$ cat src/rtl/dual_dither.sv
module dual_dither #(
  parameter int QUARTER = 16,
  parameter int SHIFT_W = 3,
  localparam int TRI_W = $clog2(QUARTER + 1) + 1,
  localparam int MAX_SH = (1 << SHIFT_W) - 2,
  localparam int OUT_W = TRI_W + MAX_SH
) (
  input  logic                     clk,
  input  logic                     rst,
  input  logic                     sample_stb,
  input  logic [SHIFT_W-1:0]       pitch_shift,
  input  logic [SHIFT_W-1:0]       vol_shift,
  output logic signed [OUT_W-1:0]  pitch_dither,
  output logic signed [OUT_W-1:0]  vol_dither
);

  localparam logic signed [TRI_W-1:0] TOP = TRI_W'(QUARTER);
  localparam logic signed [TRI_W-1:0] BOT = -TOP;
  localparam logic signed [TRI_W-1:0] ONE = TRI_W'(1);

  logic signed [TRI_W-1:0] lvl;
  logic                    up;
  logic signed [OUT_W-1:0] wide;

  always_ff @(posedge clk) begin
    if (rst || sample_stb) begin
      lvl <= '0;
      up  <= 1'b1;
    end else if (up) begin
      if (lvl == TOP) begin
        lvl <= TOP - ONE;
        up  <= 1'b0;
      end else begin
        lvl <= lvl + ONE;
      end
    end else begin
      if (lvl == BOT) begin
        lvl <= BOT + ONE;
        up  <= 1'b1;
      end else begin
        lvl <= lvl - ONE;
      end
    end
  end

  assign wide = {{(OUT_W-TRI_W){lvl[TRI_W-1]}}, lvl};

  function automatic logic signed [OUT_W-1:0] scale(input logic signed [OUT_W-1:0] v,
                                                    input logic [SHIFT_W-1:0] c);
    if (c == '0) return '0;
    return v <<< (c - 1'b1);
  endfunction

  assign pitch_dither = scale(wide, pitch_shift);
  assign vol_dither   = -scale(wide, vol_shift);

  p_unit_step_r2: assert property (@(posedge clk) disable iff (rst)
    !sample_stb |=> ((lvl - $past(lvl) == ONE) || ($past(lvl) - lvl == ONE)));

  p_level_bound_r2: assert property (@(posedge clk) disable iff (rst)
    (lvl <= TOP) && (lvl >= BOT));

  p_peak_turn_r2: assert property (@(posedge clk) disable iff (rst)
    (up && lvl == TOP && !sample_stb) |=> (!up && lvl == TOP - ONE));

  p_restart_r3: assert property (@(posedge clk) disable iff (rst)
    sample_stb |=> (lvl == '0 && up));

  p_opposite_r8: assert property (@(posedge clk) disable iff (rst)
    (pitch_shift == vol_shift) |-> (pitch_dither + vol_dither == '0));

endmodule

$ cat config.mk
export PLATFORM = sky130hd
export DESIGN_NAME = dual_dither
export DESIGN_NICKNAME = d
export VERILOG_FILES = /design/src/rtl/dual_dither.sv
export SDC_FILE = /design/constraint.sdc
export NUM_CORES = 1
export LEC_CHECK = 0
export BUFFER_PORTS_ARGS = -buffer_cell sky130_fd_sc_hd__buf_2
export CAP_MARGIN = 20
export CELL_PAD_IN_SITES_DETAIL_PLACEMENT = 0
export CELL_PAD_IN_SITES_GLOBAL_PLACEMENT = 2
export CORE_UTILIZATION = 29
export CTS_CLUSTER_DIAMETER = 100
export DETAILED_ROUTE_END_ITERATION = 10
export GPL_ROUTABILITY_DRIVEN = 1
export PLACE_DENSITY_LB_ADDON = 0.25
export SLEW_MARGIN = 20
export SYNTH_ARGS = -nofsm -noshare
export SYNTH_HDL_FRONTEND = slang
export SYNTH_SLANG_ARGS = --single-unit
$ cat constraint.sdc
create_clock -name clk -period 3.84 [get_ports clk]
set_input_delay 0.768 -clock clk [delete_from_list [all_inputs] [get_ports clk]]
set_output_delay 0.768 -clock clk [all_outputs]
set_load 0.05 [all_outputs]
After elaboration in Yosys (flattened, before gate mapping) --
Cells that the tools add are included.
Storage, ports and cells: logic and storage cells 26, input bits 9, register bits after elaboration 7, output and inout port bits 24
Operators by class: multiplexer cells 12, equal/unequal tests 2, reduce and logical (&&, ||, !) cells 3, $add $sub $neg 5, shift-type cells 2
Operator list (number):
- $mux W12 | 4
- $sshl A6 B3 Y12 | 2
- $mux W6 | 3
- $neg A12 Y12 | 1
- $add A6 B2 Y6 const B | 1
- $eq A6 B5 Y1 const B | 1
- $eq A6 B6 Y1 const B | 1
- $logic_not A3 Y1 | 2
- $sub A3 B1 Y3 const B | 2
- $sub A6 B2 Y6 const B | 1
- $mux W1 | 5
- $logic_or A1 B1 Y1 | 1

Longest topological paths before layout --
depth in word-level cells 4, depth in mapped cells 11

Least setup slack after synthesis --
No wires, ideal clock.
kind input -> output, start input port vol_shift[0], end output port vol_dither[3], data arrival time 4.315 ns, path buffers 3, path slack -1.243 ns, stages on the path 8, cells stage by stage buf_6 -> inv_1 -> ha_1 -> buf_2 -> buf_2 -> o211ai_1 -> o21ai_0 -> a2111oi_0
On the way: longest elaborated chain between the ends 4, elaborated cells on any way between the ends 6, classes of those cells add/sub (2); shift (1); mux (2); reduce/logical (1)
Ends and longest elaborated chain:
- start: declaration | RTL line 12 | input logic [SHIFT_W-1:0] vol_shift,
- $sub A3 B1 Y3 or $logic_not A3 Y1 (tied branches) | RTL line 51, 50
- $sshl A6 B3 Y12 or $mux W1 (tied branches) | RTL line 51, 50
- $mux W12 (*) | RTL line 51 | return v <<< (c - 1'b1);
- $neg A12 Y12 (*) | RTL line 55 | assign vol_dither = -scale(wide, vol_shift);
- end: declaration | RTL line 14 | output logic signed [OUT_W-1:0] vol_dither
Every way passes the cells marked *; elsewhere a longest branch is shown, timed or not.

Worst setup path in the final report --
start input port vol_shift[0], end output port vol_dither[9]
The elaborated chain is that of the path after synthesis.

==> metrics.csv <==
stage,metric,value,unit
logic_synthesis,async_flop_share,0,
power,max-vdd-ir-drop,0.000171,V
logic_synthesis,synth_flop_cell,dfxtp_1,
drt,num_vias,1640,
critical_path,startpoint_type,input pin,
placement,dp_slack,0.119,ns
placement,placedInstanceArea,0.00175,sq mm
critical_path,arrival,2.92,ns
cts,cts_root_buf,clkbuf_8,
global_route,grtUsageTotal,0.158,
timing,setup_viol,0,
floorplan,die_h,72.5,microns
cts,cts_tree,done,
cts,ctsResizeCount,0,
global_route,grt_max_degree,19,
logic_synthesis,synth_cells,212,
cts,cts.sinks,7,
timing,finalCriticalPeriod,3.69,ns
logic_synthesis,synthTopCellsByCount,"nor2_1, o21ai_0, nand2_1, a21oi_1, inv_1",
global_route,overflow,0,
timing,skew,0.00170,ns
logic_synthesis,netlist_area,0.00144,sq mm
critical_path,end_kind,output port,
placement,place_congestion,0.808,
placement,dp.cells,310,
logic_synthesis,synth_largest_type_area_fraction,0.0972,
logic_synthesis,synth.net_count,229,
drt,remaining_drc_errors,0,
cts,cts_buffers,3,
logic_synthesis,yosysMostFrequentCell,nor2_1,
cts,clkSlewWorstSetupHoldPaths,0.04,ns
floorplan,core,0.00475,sq mm
min_path,hold_class,reg2reg,
floorplan,rows,25,
critical_path,critPathRequiredTime,3.07,ns
finish,fin_nets,265,
drt,routed_wl,4.12,mm
critical_path,r2r_setup_slack,1.39,ns
floorplan,initial_core_util,0.303,
run_status,status,"complete, no violations",
critical_path,reg2reg_from,lvl[1]$_SDFF_PP0_,
cts,htreeDepth,1,
logic_synthesis,yosysUniqueCellTypes,47,
drt,drtPass1Iterations,4,
logic_synthesis,synth_warnings,0,
cts,postCtsHoldBufs,0,
timing,fmax,271,MHz
logic_synthesis,synth_seq_cells,7,
logic_synthesis,ys_seq_area_frac,0.0972,
flow_run,max_cap_violations,0,
logic_synthesis,post-synth-top-area-cell,dfxtp_1,
power,p_leak,0.797,nW
drt,wl_per_cell,13.1,microns
placement,hpwlAfterDp,3.13,mm
min_path,min_to,lvl[3]$_SDFF_PP0_,
global_route,grt_pass1_vias,1379,
critical_path,crit_fanout,13,
min_path,min-delay-start,lvl[2]$_SDFF_PP0_,
finish,stdcell_count,314,
power,powerDensity,227,mW/mm^2
global_route,grt_pass1_wl,6.73,mm
cts,clk_latency,0.23,ns
timing,period_share,0.961,
global_route,antenna_found_initial,0,
placement,numPortBuffers,32,
logic_synthesis,yosys-top-cells-area,"dfxtp_1, o21ai_0, nor2_1",
timing,worst_slack,0.150,ns
finish,antenna-diode-count,0,
finish,area_growth,25.0,%
timing,finalSetupTns,0,ns
timing,tightestPinTransition,0.650,ns
finish,stdcell_area,0.00180,sq mm
floorplan,io_pins,33,
cts,postCtsSetupBuffers,0,
timing,slew_violations,0,
min_path,hold_depth,2,
drt,viasPerCell,5.22,
timing,hold_viol,0,
drt,dr.first_iter.drc_count,112,
finish,drive_gt1_frac,0.263,
cts,clk_path_buf_depth,2,
critical_path,r2r-end,lvl[3]$_SDFF_PP0_,
floorplan,die_w,72.5,microns
timing,rsz0062_at_grt,no,
logic_synthesis,synth.avg_cell_area,6.80,sq um
critical_path,crit_type,in2out,
critical_path,r2r_cells,7,
logic_synthesis,synth_edf_count,0,
timing,slew-limit-headroom,0.566,
floorplan,die-area,0.00526,sq mm
drt,ant_nets,0,
## power by group
group	total, mW	leakage [nW]	switching, mW	internal (mW)
Combinational	0.225	0.717	0.154	0.0707
Clock	0.104	0.0228	0.0325	0.0719
Sequential	0.0792	0.0567	0.00505	0.0741
Total	0.409	0.797	0.192	0.217
## cell type report
cell class,count,area [sq um]
fillers,526,2950
repair buffers,46,268
well taps,67,83.8
multi-input cells,179,1220
flip-flops and latches,7,140
clock buffers,4,45.0
inverters,11,41.3
## layout by cell type, fill, tap and decap left out, drive strengths merged, types with 6 or more instances in the layout
master	n
inv	11
mux2i	6
buf	45
nand2	15
o21ai	27
dfxtp	7
nor2	27
nor3	11
a21oi	11
o22ai	9
xnor2	7
ha	8
## metrics by stage
stage | hold WS, ns | power [mW] | utilization
after global placement | 0.649 | 0.304 | 0.368
final | 0.650 | 0.409 | 0.379
after floorplan | 0.576 | 0.253 | -
after global routing | 0.737 | 0.435 | 0.379
after detailed placement | 0.638 | 0.303 | 0.368
after CTS | 0.650 | 0.409 | 0.377
## worst max-delay path, stage by stage
cell     delay, ns
buf_2         0.10
inv_1         0.13
ha_1          0.29
buf_4         0.19
buf_4         0.18
a21oi_1       0.15
o211a_1       0.24
a31oi_1       0.16
nor3_1        0.29
xnor2_1       0.15
buf_2         0.28
## state kept, by name, indices dropped and copies added (netlist names)
signal / count
lvl: 6
up: 1
## worst max path at each step
stage / end / start / slack [ns] / cells after the start
2_1_floorplan: pitch_dither[11] / pitch_shift[0] / 0.02 / 7
3_3_place_gp: vol_dither[11] / vol_shift[0] / 0.12 / 11
3_5_place_dp: vol_dither[10] / vol_shift[0] / 0.12 / 10
4_1_cts: vol_dither[11] / vol_shift[0] / 0.11 / 11
5_1_grt: vol_dither[11] / vol_shift[0] / 0.03 / 10
6_report: vol_dither[9] / vol_shift[0] / 0.15 / 11
## logic make-up (layout without fill, tap and decap cells)
kind of cell    after synthesis  in the layout  share of synthesized area
compound gates               69             69                      0.299
flops                         7              7                     0.0972
simple gates                 79             79                      0.273
fa+ha+maj                     8              8                     0.0694
xor+xnor                     11             11                     0.0668
mux                          12             12                      0.112
buf+inv                      26             61                     0.0825
## routing by layer
layer | global-route usage | vias up | routed length [microns]
met5 | 0 | - | 0
met4 | 0.0261 | 0 | 28
met3 | 0.0153 | 4 | 194
met2 | 0.243 | 42 | 1840
met1 | 0.239 | 762 | 2050
li1 | - | 832 | -
Power figures use the tool's default switching activity.
